==> config.mk <==
export PLATFORM = sky130hd
export DESIGN_NAME = line_sensor_ctrl
export DESIGN_NICKNAME = d
export VERILOG_FILES = /design/src/rtl/lsc_pkg.sv /design/src/rtl/lsc_clk_div.sv /design/src/rtl/lsc_frame_seq.sv /design/src/rtl/lsc_pix_sampler.sv /design/src/rtl/line_sensor_ctrl.sv
export SDC_FILE = /design/constraint.sdc
export NUM_CORES = 1
export LEC_CHECK = 0
export BUFFER_PORTS_ARGS = -buffer_cell sky130_fd_sc_hd__buf_2
export CORE_ASPECT_RATIO = 0.6
export CORE_MARGIN = 2
export CORE_UTILIZATION = 50
export CTS_CLUSTER_DIAMETER = 200
export DETAILED_ROUTE_END_ITERATION = 8
export PLACE_DENSITY_LB_ADDON = 0.25
export RECOVER_POWER = 100
export SYNTH_ARGS = -nofsm -noshare
export SYNTH_HDL_FRONTEND = slang
export SYNTH_SLANG_ARGS = --single-unit
==> constraint.sdc <==
create_clock -name clk_i -period 2.7 [get_ports clk_i]
set_input_delay 0.405 -clock clk_i [delete_from_list [all_inputs] [get_ports clk_i]]
set_output_delay 0.405 -clock clk_i [all_outputs]
set_load 0.005 [all_outputs]
==> src/rtl/lsc_pkg.sv <==
package lsc_pkg;
  localparam int unsigned MIN_HALF = 2;

  typedef enum logic [1:0] {
    SQ_IDLE,
    SQ_SETUP,
    SQ_HIGH,
    SQ_LOW
  } seq_state_e;

  typedef enum logic [1:0] {
    SM_IDLE,
    SM_SETTLE,
    SM_WAIT
  } smp_state_e;
endpackage

==> src/rtl/lsc_clk_div.sv <==
module lsc_clk_div #(
  parameter int unsigned HPW = 8
) (
  input  logic           clk_i,
  input  logic           rst_ni,
  input  logic           run_i,
  input  logic [HPW-1:0] half_i,
  output logic           tick_o
);
  logic [HPW-1:0] h_eff;
  logic [HPW-1:0] cnt_q;

  assign h_eff  = (half_i < HPW'(lsc_pkg::MIN_HALF)) ? HPW'(lsc_pkg::MIN_HALF) : half_i;
  assign tick_o = run_i && (cnt_q == h_eff - HPW'(1));

  always_ff @(posedge clk_i or negedge rst_ni) begin
    if (!rst_ni)      cnt_q <= '0;
    else if (!run_i)  cnt_q <= '0;
    else if (tick_o)  cnt_q <= '0;
    else              cnt_q <= cnt_q + HPW'(1);
  end
endmodule

==> src/rtl/lsc_frame_seq.sv <==
module lsc_frame_seq #(
  parameter int unsigned N_PIX      = 128,
  parameter int unsigned INTEG_EDGE = 19,
  parameter int unsigned CW         = 16,
  localparam int unsigned LAST_EDGE = N_PIX + 1,
  localparam int unsigned EW        = $clog2(LAST_EDGE + 1),
  localparam int unsigned IW        = $clog2(N_PIX)
) (
  input  logic          clk_i,
  input  logic          rst_ni,
  input  logic          tick_i,
  input  logic          go_i,
  input  logic [CW-1:0] integ_i,
  input  logic [CW-1:0] gap_i,
  output logic          run_o,
  output logic          sclk_o,
  output logic          si_o,
  output logic          start_o,
  output logic          pix_evt_o,
  output logic          end_evt_o,
  output logic [IW-1:0] pix_idx_o
);
  import lsc_pkg::*;

  seq_state_e    state_q;
  logic [EW-1:0] edge_q;
  logic          sclk_q, si_q;
  logic [CW-1:0] cnt_int_q, cnt_gap_q;
  logic          ready, int_hit;

  assign ready     = (cnt_int_q >= integ_i) && (cnt_gap_q >= gap_i);
  assign start_o   = (state_q == SQ_IDLE) && go_i && ready;
  assign pix_evt_o = tick_i && ((state_q == SQ_SETUP) ||
                     ((state_q == SQ_LOW) && (edge_q < EW'(N_PIX))));
  assign end_evt_o = tick_i && (state_q == SQ_LOW) && (edge_q == EW'(N_PIX));
  assign pix_idx_o = (state_q == SQ_SETUP) ? '0 : edge_q[IW-1:0];
  assign run_o     = (state_q != SQ_IDLE);
  assign sclk_o    = sclk_q;
  assign si_o      = si_q;

  // edge that begins the next integration window
  generate
    if (INTEG_EDGE == 1) begin : g_int_first
      assign int_hit = tick_i && (state_q == SQ_SETUP);
    end else begin : g_int_later
      assign int_hit = tick_i && (state_q == SQ_LOW) && (edge_q == EW'(INTEG_EDGE - 1));
    end
  endgenerate

  always_ff @(posedge clk_i or negedge rst_ni) begin
    if (!rst_ni) begin
      cnt_int_q <= '1;
      cnt_gap_q <= '1;
    end else begin
      if (int_hit)                cnt_int_q <= '0;
      else if (cnt_int_q != '1)   cnt_int_q <= cnt_int_q + CW'(1);
      if (end_evt_o)              cnt_gap_q <= '0;
      else if (cnt_gap_q != '1)   cnt_gap_q <= cnt_gap_q + CW'(1);
    end
  end

  always_ff @(posedge clk_i or negedge rst_ni) begin
    if (!rst_ni) begin
      state_q <= SQ_IDLE;
      edge_q  <= '0;
      sclk_q  <= 1'b0;
      si_q    <= 1'b0;
    end else begin
      unique case (state_q)
        SQ_IDLE: if (start_o) begin
          si_q    <= 1'b1;
          edge_q  <= '0;
          state_q <= SQ_SETUP;
        end
        SQ_SETUP: if (tick_i) begin
          sclk_q  <= 1'b1;
          edge_q  <= EW'(1);
          state_q <= SQ_HIGH;
        end
        SQ_HIGH: if (tick_i) begin
          sclk_q <= 1'b0;
          if (edge_q == EW'(1)) si_q <= 1'b0;
          state_q <= (edge_q == EW'(LAST_EDGE)) ? SQ_IDLE : SQ_LOW;
        end
        SQ_LOW: if (tick_i) begin
          sclk_q  <= 1'b1;
          edge_q  <= edge_q + EW'(1);
          state_q <= SQ_HIGH;
        end
        default: state_q <= SQ_IDLE;
      endcase
    end
  end
endmodule

==> src/rtl/lsc_pix_sampler.sv <==
module lsc_pix_sampler #(
  parameter int unsigned N_PIX = 128,
  parameter int unsigned DW    = 12,
  parameter int unsigned SW    = 8,
  localparam int unsigned IW   = $clog2(N_PIX)
) (
  input  logic          clk_i,
  input  logic          rst_ni,
  input  logic          frame_start_i,
  input  logic          pix_evt_i,
  input  logic          end_evt_i,
  input  logic [IW-1:0] idx_i,
  input  logic [SW-1:0] settle_i,
  input  logic          adc_done_i,
  input  logic [DW-1:0] adc_data_i,
  output logic          adc_req_o,
  output logic          pix_valid_o,
  output logic [DW-1:0] pix_data_o,
  output logic [IW-1:0] pix_idx_o,
  output logic          pix_sol_o,
  output logic          pix_eol_o,
  output logic          overrun_o
);
  import lsc_pkg::*;

  smp_state_e    state_q;
  logic [SW-1:0] dcnt_q;
  logic [IW-1:0] cur_q;
  logic          got, evt;

  assign got = (state_q == SM_WAIT) && adc_done_i;
  assign evt = pix_evt_i || end_evt_i;

  always_ff @(posedge clk_i or negedge rst_ni) begin
    if (!rst_ni) begin
      state_q     <= SM_IDLE;
      dcnt_q      <= '0;
      cur_q       <= '0;
      adc_req_o   <= 1'b0;
      pix_valid_o <= 1'b0;
      pix_data_o  <= '0;
      pix_idx_o   <= '0;
      pix_sol_o   <= 1'b0;
      pix_eol_o   <= 1'b0;
      overrun_o   <= 1'b0;
    end else begin
      adc_req_o   <= 1'b0;
      pix_valid_o <= 1'b0;
      pix_sol_o   <= 1'b0;
      pix_eol_o   <= 1'b0;
      if (frame_start_i) overrun_o <= 1'b0;

      // emit: completed sample, or zero when the next edge preempts
      if (got) begin
        pix_valid_o <= 1'b1;
        pix_data_o  <= adc_data_i;
        pix_idx_o   <= cur_q;
        pix_sol_o   <= (cur_q == '0);
        pix_eol_o   <= (cur_q == IW'(N_PIX - 1));
        state_q     <= SM_IDLE;
      end else if (evt && (state_q != SM_IDLE)) begin
        pix_valid_o <= 1'b1;
        pix_data_o  <= '0;
        pix_idx_o   <= cur_q;
        pix_sol_o   <= (cur_q == '0);
        pix_eol_o   <= (cur_q == IW'(N_PIX - 1));
        overrun_o   <= 1'b1;
      end

      if (pix_evt_i) begin
        state_q <= SM_SETTLE;
        dcnt_q  <= settle_i;
        cur_q   <= idx_i;
      end else if (end_evt_i) begin
        state_q <= SM_IDLE;
      end else if (!got && (state_q == SM_SETTLE)) begin
        if (dcnt_q == '0) begin
          adc_req_o <= 1'b1;
          state_q   <= SM_WAIT;
        end else begin
          dcnt_q <= dcnt_q - SW'(1);
        end
      end
    end
  end
endmodule

==> src/rtl/line_sensor_ctrl.sv <==
module line_sensor_ctrl #(
  parameter int unsigned N_PIX      = 128,
  parameter int unsigned INTEG_EDGE = 19,
  parameter int unsigned DW         = 12,
  parameter int unsigned HPW        = 8,
  parameter int unsigned SW         = 8,
  parameter int unsigned CW         = 16,
  localparam int unsigned IW        = $clog2(N_PIX)
) (
  input  logic           clk_i,
  input  logic           rst_ni,
  input  logic           free_run_i,
  input  logic           trigger_i,
  input  logic [HPW-1:0] half_period_i,
  input  logic [SW-1:0]  settle_i,
  input  logic [CW-1:0]  integ_i,
  input  logic [CW-1:0]  xfer_gap_i,
  output logic           sens_clk_o,
  output logic           sens_si_o,
  output logic           adc_req_o,
  input  logic           adc_done_i,
  input  logic [DW-1:0]  adc_data_i,
  output logic           pix_valid_o,
  output logic [DW-1:0]  pix_data_o,
  output logic [IW-1:0]  pix_idx_o,
  output logic           pix_sol_o,
  output logic           pix_eol_o,
  output logic           overrun_o
);
  logic          run, tick, start, pix_evt, end_evt, go, trig_q;
  logic [IW-1:0] evt_idx;

  assign go = free_run_i || trig_q || trigger_i;

  // one queued frame per trigger burst
  always_ff @(posedge clk_i or negedge rst_ni) begin
    if (!rst_ni)        trig_q <= 1'b0;
    else if (start)     trig_q <= 1'b0;
    else if (trigger_i) trig_q <= 1'b1;
  end

  lsc_clk_div #(.HPW(HPW)) u_div (
    .clk_i  (clk_i),
    .rst_ni (rst_ni),
    .run_i  (run),
    .half_i (half_period_i),
    .tick_o (tick)
  );

  lsc_frame_seq #(.N_PIX(N_PIX), .INTEG_EDGE(INTEG_EDGE), .CW(CW)) u_seq (
    .clk_i     (clk_i),
    .rst_ni    (rst_ni),
    .tick_i    (tick),
    .go_i      (go),
    .integ_i   (integ_i),
    .gap_i     (xfer_gap_i),
    .run_o     (run),
    .sclk_o    (sens_clk_o),
    .si_o      (sens_si_o),
    .start_o   (start),
    .pix_evt_o (pix_evt),
    .end_evt_o (end_evt),
    .pix_idx_o (evt_idx)
  );

  lsc_pix_sampler #(.N_PIX(N_PIX), .DW(DW), .SW(SW)) u_smp (
    .clk_i         (clk_i),
    .rst_ni        (rst_ni),
    .frame_start_i (start),
    .pix_evt_i     (pix_evt),
    .end_evt_i     (end_evt),
    .idx_i         (evt_idx),
    .settle_i      (settle_i),
    .adc_done_i    (adc_done_i),
    .adc_data_i    (adc_data_i),
    .adc_req_o     (adc_req_o),
    .pix_valid_o   (pix_valid_o),
    .pix_data_o    (pix_data_o),
    .pix_idx_o     (pix_idx_o),
    .pix_sol_o     (pix_sol_o),
    .pix_eol_o     (pix_eol_o),
    .overrun_o     (overrun_o)
  );
endmodule

# Word-level counts from Yosys, hierarchy flattened

Cells that the tools add are included.
W data, S select, Z words.

$add $sub $neg: 6
Order comparisons: 4
Equality and inequality tests: 21
Multiplexer cells: 52
Reduce and logical (&&, ||, !) cells: 36

Operators by type and width:

| kind                    | count |
|---|---|
| $mux W8                 | 10 |
| $mux W16                | 4 |
| $add A16 B1 Y16 const B | 2 |
| $ge A16 B16 Y1          | 2 |
| $ne A16 B16 Y1 const B  | 2 |
| $mux W12                | 2 |
| $pmux W8 S3             | 1 |
| $mux W7                 | 3 |
| $mux W1                 | 20 |
| $mux W2                 | 9 |
| $reduce_bool A2 Y1      | 9 |
| $add A8 B1 Y8 const B   | 2 |
| $eq A8 B8 Y1 const B    | 2 |
| $sub A8 B1 Y8 const B   | 2 |
| $ne A2 B1 Y1 const B    | 7 |
| $logic_and A1 B1 Y1     | 12 |
| $reduce_and A3 Y1       | 3 |
| $eq A8 B1 Y1 const B    | 1 |
| $eq A8 B5 Y1 const B    | 1 |
| $eq A8 B8 Y1            | 1 |
| $logic_not A8 Y1        | 1 |
| $lt A8 B2 Y1 const B    | 1 |
| $lt A8 B8 Y1 const B    | 1 |
| $reduce_and A4 Y1       | 2 |
| other kinds (12)        | 19 |

Register bits after elaboration: 94
Output and inout bits: 26

# Depth between registers and ports, before layout

Gate-level depths: netlist of run 1.

Depth in word-level cells: 11
Mapped depth: 15
Mapped depth without buffers: 12

# Cells and area by module

From an unflattened synthesis of run 1, not the netlist that was laid out.

Cell total of the unflattened synthesis: 618
Area total of the unflattened synthesis: 5,952.0 um^2

By module, submodules not included:

| module           | instances | cells each | area an instance (um^2) |
|---|---|---|---|
| lsc_frame_seq    | 1         | 388        | 3,375.7 |
| lsc_pix_sampler  | 1         | 149        | 1,780.5 |
| lsc_clk_div      | 1         | 78         | 754.5 |
| line_sensor_ctrl | 1         | 3          | 41.3 |

# Worst setup path after synthesis of run 1

OpenSTA, ideal clock, no wires.

Path type: in2reg
Start point: input port half_period_i[5]
End point: register u_smp.dcnt_q[4]
Arrival time: 3.285 ns
Path slack: -0.710 ns
Stages on the path: 13
Path buffers: 2
Cell sequence: or4_1 buf_2 o41ai_1 ha_1 xor2_1 o21ai_0 nor3b_1 a21boi_2 and4_1 buf_6 or4_4 xnor2_1 mux2_2

Word-level cells in the longest chain between the ends: 9
Elaborated cells between the ends (all ways): 13
Those cells by class: add/sub: 1; order compare: 1; eq/ne: 3; mux: 2; reduce/logical: 6

Ends and longest elaborated chain:

| item                               | RTL line               | RTL |
|---|---|---|
| start: declaration                 | line_sensor_ctrl.sv:14 | `input logic [HPW-1:0] half_period_i,` |
| $lt A8 B2 Y1                       | lsc_clk_div.sv:13      | `assign h_eff = (half_i < HPW'(lsc_pkg::MIN_HALF)) ? HPW'(lsc_pkg::MIN_HALF) : half_i;` |
| $mux W8 *                          | lsc_clk_div.sv:13      |  |
| $sub A8 B1 Y8 *                    | lsc_clk_div.sv:14      | `assign tick_o = run_i && (cnt_q == h_eff - HPW'(1));` |
| $eq A8 B8 Y1 *                     | lsc_clk_div.sv:14      |  |
| $logic_and A1 B1 Y1 *              | lsc_clk_div.sv:14      |  |
| $logic_and A1 B1 Y1 (2 in series)  | lsc_frame_seq.sv:35    | `assign end_evt_o = tick_i && (state_q == SQ_LOW) && (edge_q == EW'(N_PIX));` |
| $ne A2 B1 Y1 (no source line)      | --                     |  |
| $reduce_and A3 Y1 (no source line) | --                     |  |
| end signal: assignment             | lsc_pix_sampler.sv:72  | `dcnt_q <= settle_i;` |
| end signal: assignment             | lsc_pix_sampler.sv:81  | `dcnt_q <= dcnt_q - SW'(1);` |
| end: declaration                   | lsc_pix_sampler.sv:27  | `logic [SW-1:0] dcnt_q;` |

Mark *: on every way between the ends. The rest lies on a longest branch, timed or not.
A chain may end at the register's enable or synchronous reset.

# Final worst setup path of run 1

Start point: input port half_period_i[5]
End point: register u_seq.edge_q[7]

Word-level cells in the longest chain between the ends: 7
Elaborated cells between the ends (all ways): 8
Those cells by class: add/sub: 1; order compare: 1; eq/ne: 3; mux: 1; reduce/logical: 2

Ends and longest elaborated chain:

| item                                 | RTL line            | RTL |
|---|---|---|
| $lt A8 B2 Y1                         | lsc_clk_div.sv:13   |  |
| $mux W8 *                            | lsc_clk_div.sv:13   |  |
| $sub A8 B1 Y8 *                      | lsc_clk_div.sv:14   |  |
| $eq A8 B8 Y1 *                       | lsc_clk_div.sv:14   |  |
| $logic_and A1 B1 Y1 *                | lsc_clk_div.sv:14   |  |
| $ne A2 B1 Y1 (no source line)        | --                  |  |
| $reduce_and A4 Y1 (no source line) * | --                  |  |
| end signal: assignment               | lsc_frame_seq.sv:87 | `edge_q <= edge_q + EW'(1);` |
| end: declaration                     | lsc_frame_seq.sv:26 | `logic [EW-1:0] edge_q;` |

Marks and branches as above.

==> results of run 1 <==
[cell families after synthesis]
kind of cell	Yosys count	synth area share [%]
adder cells (fa/ha/maj)	42	9.14
XOR/XNOR	42	6.40
multiplexers	15	2.83
flip-flops	94	41.6
buffers and inverters	59	4.31
AO/OA/AOI/OAI	111	11.8
AND/OR/NAND/NOR	268	24.0
[cell usage in the layout (no fill, tap or decap), types with 3 or more instances in the layout]
cell type and instances:
a211oi_1 5, xor2_1 25, nand2_1 64, buf_2 76, nand4_1 13, a21oi_1 33
nand2b_1 10, buf_6 5, nor2b_1 19, nor3b_1 5, nand3_2 3, o211ai_1 3
dfrtp_1 62, mux2i_1 5, a31oi_1 3, a21o_1 3, nor2_1 64, mux2_4 10
buf_4 38, and3_1 20, dfstp_2 32, inv_1 41, o21ai_0 18, nand3_1 25
buf_12 3, nor3_1 11, nor4_1 3, o21a_1 4, clkbuf_16 10, o21ai_1 24
clkbuf_1 13, xnor2_1 15, ha_1 42
[worst max-delay path, delay by kind of cell]
| kind | cells | cell delay [ns] |
|---|---|---|
| xor gates and xnor gates | 1 | 0.14 |
| and+or+nand+nor | 5 | 1.32 |
| AOI/OAI and AO/OA | 4 | 0.79 |
| adders and majority gates | 1 | 0.29 |
| buffers and inverters | 2 | 0.24 |
[flip-flops by register name, summed over array words and instances, names as in the netlist]
name and cells:
u_seq.si_o 1, trig_q 1, u_smp.adc_req_o 1, u_smp.pix_idx_o 7
u_seq.state_q 2, u_seq.edge_q 8, u_seq.cnt_int_q 16, u_smp.pix_valid_o 1
u_smp.pix_eol_o 1, u_smp.cur_q 7, u_smp.dcnt_q 8, u_smp.pix_data_o 12
u_seq.sclk_o 1, u_div.cnt_q 8, u_seq.cnt_gap_q 16, u_smp.overrun_o 1
u_smp.pix_sol_o 1, u_smp.state_q 2
[cell type report]
| class | instances | area, um^2 |
|---|---|---|
| flip-flops and latches | 94 | 2390 |
| inverters | 41 | 154 |
| clock buffers | 11 | 254 |
| fillers | 958 | 4060 |
| well taps | 144 | 180 |
| clock inverters | 5 | 66.3 |
| multi-input cells | 478 | 3260 |
| repair buffers | 138 | 887 |
[worst max path at each step]
stage | start | endpoint | depth (start not counted)
after floorplan | half_period_i[5] | u_smp.dcnt_q[4]$_DFFE_PN0P_ | 13
after global placement | half_period_i[5] | u_smp.pix_idx_o[0]$_DFFE_PN0P_ | 12
after detailed placement | half_period_i[5] | u_smp.pix_idx_o[0]$_DFFE_PN0P_ | 12
after global routing | half_period_i[5] | u_seq.edge_q[7]$_DFFE_PN0P_ | 13
final | half_period_i[5] | u_seq.edge_q[7]$_DFFE_PN0P_ | 13
after CTS | half_period_i[5] | u_smp.dcnt_q[4]$_DFFE_PN0P_ | 12
[power groups by stage]
stage | Clock (uW) | Sequential, uW | Combinational (uW)
detailed placement | 0 | 1950 | 1620
floorplan | 0 | 1910 | 1090
global route | 1430 | 1970 | 1890
finish | 1340 | 1930 | 1690
CTS | 1380 | 1920 | 1680
global placement | 0 | 1930 | 1540
[per-stage QoR]
stage | area, um^2 | hold slack [ns] | TNS, ns | setup WS, ns
floorplan | 5830 | 0.109 | -22.44 | -0.576
detailed placement | 6700 | 0.448 | -41.04 | -0.760
CTS | 7160 | 0.0770 | -5.99 | -0.214
global placement | 6700 | 0.438 | -35.85 | -0.658
finish | 7200 | 0.302 | -7.54 | -0.237
global route | 7200 | 0.287 | -21.76 | -0.342
[cells in the mapped netlist, drive strengths merged (9+ instances only)]
| library cell | instances |
|---|---|
| inv | 41 |
| nand2 | 65 |
| buf | 9 |
| nor2 | 66 |
| xor2 | 25 |
| dfstp | 32 |
| ha | 42 |
| nand3 | 28 |
| nand4 | 14 |
| o21ai | 44 |
| a21oi | 33 |
| clkbuf | 9 |
| nor2b | 19 |
| dfrtp | 62 |
| and3 | 21 |
| nand2b | 10 |
| xnor2 | 17 |
| nor3 | 13 |
| mux2 | 10 |
[per-layer routing]
metal  up-vias  routed length, um  GRT usage (%)
met5         -                  0              0
met4         0                140           5.31
met3        14                652           4.95
met2       103               6530           38.0
met1      2425               6810           32.7
li1       2446                  -              -
[timing repair]
item,4_1_cts,5_1_grt
hold endpoints to repair,0,0
gates resized for setup,16,20
setup buffers,4,5
setup endpoints to repair,85,93
pin swaps,3,8
hold buffers,0,0
cloned,1,0
==> flow_summary.json, run 1 <==
{
  "p_sw_share_pct": 34.2,
  "dpl.hpwl_um": 10500,
  "ioPinCount": 91,
  "rsz0062_at_grt": "yes",
  "cts.sinks": 94,
  "vias": 4988,
  "synth_ff_type": "dfrtp_1",
  "grt_max_degree": 43,
  "cts_tree": "done",
  "ant_nets": 0,
  "hold_viol_final": 0,
  "async_flop_share_pct": 100,
  "intPower_uw": 3270,
  "gr-total-overflow": 0,
  "final_util_pct": 63.9,
  "power_frac_clock_pct": 27.1,
  "drt_wl_total_um": 14100,
  "p_per_area_nw_per_um2": 690,
  "gp_congestion": 0.885,
  "p_switching_uw": 1700,
  "pwr-share-seq_pct": 38.9,
  "dieArea_um2": 12400,
  "io_buffers": 90,
  "reg2reg_from": "u_smp.dcnt_q[4]$_DFFE_PN0P_",
  "clkTransAtPathRegs_ns": 0.06,
  "grt_pass1_vias": 4875,
  "r2r_slack_ns": 0.09,
  "core_area_um2": 11300,
  "via_per_inst": 5.48,
  "startpoint_type": "input port",
  "cts_made_buffers": 9,
  "die_y_um": 87.1,
  "syn_nets": 738,
  "antenna_found_initial": 0,
  "crit_chain": "buf_6 -> or4_4 -> o41ai_4 -> ha_1 -> xor2_1 -> o21ai_1 -> nor3b_2 -> a21boi_4 -> buf_4 -> nand4_2 -> and2_4 -> or2_4 -> o31ai_2",
  "cts_root_buffer": "clkbuf_16",
  "yosys-top-cells-area": "dfrtp_1 27%, dfstp_2 15%, ha_1 9.1%",
  "finalPower_uw": 4970,
  "arrival_ns": 3.18,
  "detail_route.wl_per_cell_um": 15.5,
  "firstDrtPassIters": 5,
  "worst_pin_slew_ns": 2.33,
  "clock_latency_ns": 0.34,
  "pwr-share-comb_pct": 34.0,
  "period_needed_ns": 2.94,
  "maxSlewViolCount": 43,
  "crit_type": "in -> reg",
  "worstHoldStart": "trigger_i",
  "outcome": "finished with violations",
  "setup_ws_ns": -0.237,
  "ir_worst_vdd_mv": 0.388,
  "drc": 0,
  "antenna_cells": 0,
  "syn_area_um2": 5750,
  "fp.dieW_um": 142,
  "ys_warn_count": 0,
  "yosys_register_bits": 94,
  "final_layout_size_suffix_gt1_share_pct": 27.9,
  "grt_first_pass_wirelength_um": 23300,
  "synth_edf_count": 0,
  "period_share_pct": 109,
  "final_cells": 911,
  "synth_top_area_share_pct": 27.0,
  "setup_violations": 60,
  "maxCapViolCount": 1,
  "nets": 869,
  "rr_worst_depth": 6,
  "placedCellCount": 888,
  "required_ns": 2.95,
  "leakage_uw": 0.00336,
  "finClkSkew_ns": 0.00797,
  "rows": 30,
  "initial_utilization_pct": 51.1,
  "hold_class": "in -> reg",
  "cp_slowest_cell": "or4_4",
  "drt_iter0_drc": 256,
  "syn_avg_cell_area_um2": 9.11,
  "slew-limit-headroom_pct": -55.2,
  "syn_to_final_growth_pct": 25.2,
  "worstReg2RegEnd": "u_smp.dcnt_q[6]$_DFFE_PN0P_",
  "htreeDepth": 3,
  "synth_top_area_cell": "dfrtp_1",
  "ys_types": 59,
  "whs_path_depth": 2,
  "clockBufferDepth": 2,
  "crit_fanout": 6,
  "timing.fmax_ghz": 0.340,
  "endpoint_kind": "flip-flop",
  "violations": "max-capacitance violations, max-slew violations, negative setup slack",
  "critical_path.max_stage_delay_ns": 0.56,
  "yosysSeqAreaShare_pct": 41.6,
  "synthCells": 631,
  "holdPathEnd": "trig_q$_DFFE_PN0P_",
  "track_usage_pct": 23.5
}
(Power assumes the default switching activity.)
==> run 2: changes to the inputs <==
--- a/config.mk
+++ b/config.mk
@@ -6,12 +6,13 @@
 export NUM_CORES = 1
 export LEC_CHECK = 0
 export BUFFER_PORTS_ARGS = -buffer_cell sky130_fd_sc_hd__buf_2
+export CAP_MARGIN = 30
 export CORE_ASPECT_RATIO = 0.6
 export CORE_MARGIN = 2
 export CORE_UTILIZATION = 50
 export CTS_CLUSTER_DIAMETER = 200
 export DETAILED_ROUTE_END_ITERATION = 8
-export PLACE_DENSITY_LB_ADDON = 0.25
+export PLACE_DENSITY = 0.83
 export RECOVER_POWER = 100
 export SYNTH_ARGS = -nofsm -noshare
 export SYNTH_HDL_FRONTEND = slang
==> run 2 against run 1 <==
  * The run still ends with max-capacitance violations, max-slew violations, negative setup slack left
  * Cell area rose by 2.7%
  * Register-to-register slack worse by 0.03 ns
  * Clock power hardly changed
  * Fmax is 0.62% lower
  * Worst hold slack lost 0.0083 ns
  * Cell count grew 0.44%
  * Routed wire length grew 6.7%
  * Via count grew 3.6%
  * Global-route usage is 1.2 points higher
  * Combinational power rose by 9%
  * Critical endpoint is now u_smp.pix_idx_o[5]$_DFFE_PN0P_
  * Largest power group unchanged
  * Highest routed layer unchanged
==> flow_summary.json, run 2 (synthesized netlist as in run 1, its figures left out) <==
{
  "final_util_pct": 65.6,
  "fillerInstances": 833,
  "drt_iter0_drc": 463,
  "top_regs": "u_seq.cnt_gap_q x16, u_seq.cnt_int_q x16, u_smp.pix_data_o x12",
  "hold_viol_final": 0,
  "final_cell_mix": "74 x buf_2, 64 x nor2_1, 62 x dfrtp_1, 51 x nand2_1, 42 x ha_1",
  "clkTransAtPathRegs_ns": 0.07,
  "whs_path_depth": 2,
  "arrival_ns": 3.19,
  "firstDrtPassIters": 5,
  "antenna_found_initial": 2,
  "setup_ws_ns": -0.255,
  "initial_utilization_pct": 51.1,
  "pre_cts_ws_ns": -0.780,
  "critical_path.max_stage_delay_ns": 0.57,
  "layout_commonest_cell": "buf_2",
  "crit_type": "in -> reg",
  "period_share_pct": 109,
  "drc": 0,
  "vias": 5170,
  "cts.sinks": 94,
  "gp_congestion": 0.898,
  "dpl.hpwl_um": 10600,
  "maxCapViolCount": 1,
  "ant_nets": 0,
  "htreeDepth": 3,
  "outcome": "finished with violations",
  "final_cells": 915,
  "final_layout_size_suffix_gt1_share_pct": 31.1,
  "io_buffers": 90,
  "violations": "max-capacitance violations, max-slew violations, negative setup slack",
  "hold_class": "in -> reg",
  "via_per_inst": 5.65,
  "endpoint_kind": "flip-flop",
  "drt_wl_total_um": 15100,
  "dieArea_um2": 12400,
  "ioPinCount": 91,
  "slew-limit-headroom_pct": -71.1,
  "rsz0062_at_grt": "yes",
  "rr_worst_depth": 6,
  "track_usage_pct": 24.7,
  "setup_tns_ns": -9.94,
  "crit_chain": "buf_6 -> or4_4 -> o41ai_4 -> ha_1 -> xor2_1 -> o21ai_1 -> nor3b_2 -> a21boi_4 -> and4_4 -> a221oi_4 -> nor2_4 -> buf_12 -> mux2_4",
  "core_area_um2": 11300,
  "nets": 871,
  "period_needed_ns": 2.96,
  "timing.fmax_ghz": 0.338,
  "fp.dieW_um": 142,
  "syn_to_final_growth_pct": 28.5,
  "gr-total-overflow": 0,
  "cts_root_buffer": "clkbuf_16",
  "finalPower_uw": 5170,
  "clock_latency_ns": 0.35,
  "crit_fanout": 9,
  "required_ns": 2.93,
  "setup_violations": 60,
  "leakage_uw": 0.00339,
  "finClkSkew_ns": 0.00769,
  "cts_tree": "done",
  "rows": 30,
  "worst_pin_slew_ns": 2.57,
  "clockBufferDepth": 2,
  "placedCellCount": 886,
  "grt_first_pass_wirelength_um": 24200,
  "detail_route.wl_per_cell_um": 16.5,
  "cp_slowest_cell": "or4_4",
  "grt_pass1_vias": 4976,
  "die_y_um": 87.1,
  "p_per_area_nw_per_um2": 699,
  "grt_max_degree": 49,
  "startpoint_type": "input port",
  "cts_made_buffers": 9,
  "ir_worst_vdd_mv": 0.354,
  "maxSlewViolCount": 48
}
run 2: path summary, 6_finish.rpt:
kind                                                   from                              to  slack (ns)
worst min register to register     u_seq.sclk_o$_DFFE_PN0P_        u_seq.sclk_o$_DFFE_PN0P_        0.50
worst min-delay path                              trigger_i              trig_q$_DFFE_PN0P_        0.29
worst max register to register  u_smp.dcnt_q[5]$_DFFE_PN0P_     u_smp.dcnt_q[6]$_DFFE_PN0P_        0.06
max in group asynchronous                            rst_ni  u_seq.cnt_gap_q[3]$_DFFE_PN1P_        0.35
min in group asynchronous                            rst_ni       u_smp.pix_sol_o$_DFF_PN0_        0.86
worst max-delay path                       half_period_i[5]  u_smp.pix_idx_o[5]$_DFFE_PN0P_       -0.26
run 2: critical path, delay by kind of cell:
kind                     cells  cell delay (ns)
adder cells (fa/ha/maj)      1             0.29
XOR/XNOR                     1             0.15
multiplexers                 1             0.30
AND/OR/NAND/NOR              4             1.14
AO/OA/AOI/OAI                4             0.66
buffers and inverters        2             0.23
run 2: area by class of cell:
type                    count  area [um^2]  share of cell area [%]
well taps                 144          180                    2.44
diodes                      2         5.00                  0.0677
multi-input cells         478         3410                    46.1
flip-flops and latches     94         2390                    32.4
clock inverters             5         63.8                   0.863
clock buffers              11          253                    3.42
inverters                  41          154                    2.08
repair buffers            140          937                    12.7
run 2: repair_timing:
item / 4_1_cts / 5_1_grt
endpoints found under the hold margin: 0 / 0
gates resized for setup: 26 / 58
hold buffers: 0 / 0
setup endpoints to repair: 59 / 89
setup buffers: 5 / 5
gates cloned: 2 / 0
pin swaps: 7 / 12
run 2: stage by stage:
stage | area (um^2) | hold slack [ns]
2_1_floorplan | 5830 | 0.109
3_3_place_gp | 6680 | 0.444
3_5_place_dp | 6680 | 0.457
4_1_cts | 7180 | 0.0815
5_1_grt | 7390 | 0.288
6_report | 7390 | 0.294
run 2: per-layer routing:
| metal | GRT usage [%] | share of wire [%] | vias to the layer above |
|---|---|---|---|
| met5 | 0 | 0 | - |
| met4 | 6.57 | 1.6 | 0 |
| met3 | 5.66 | 5.7 | 26 |
| met2 | 40.3 | 47 | 175 |
| met1 | 33.6 | 46 | 2504 |
| li1 | - | - | 2465 |
run 2: report_power, final:
| part | internal [uW] | leakage, uW | switching [uW] |
|---|---|---|---|
| clock network | 779 | 0.000153 | 567 |
| registers | 1690 | 0.00115 | 287 |
| logic | 864 | 0.00209 | 981 |
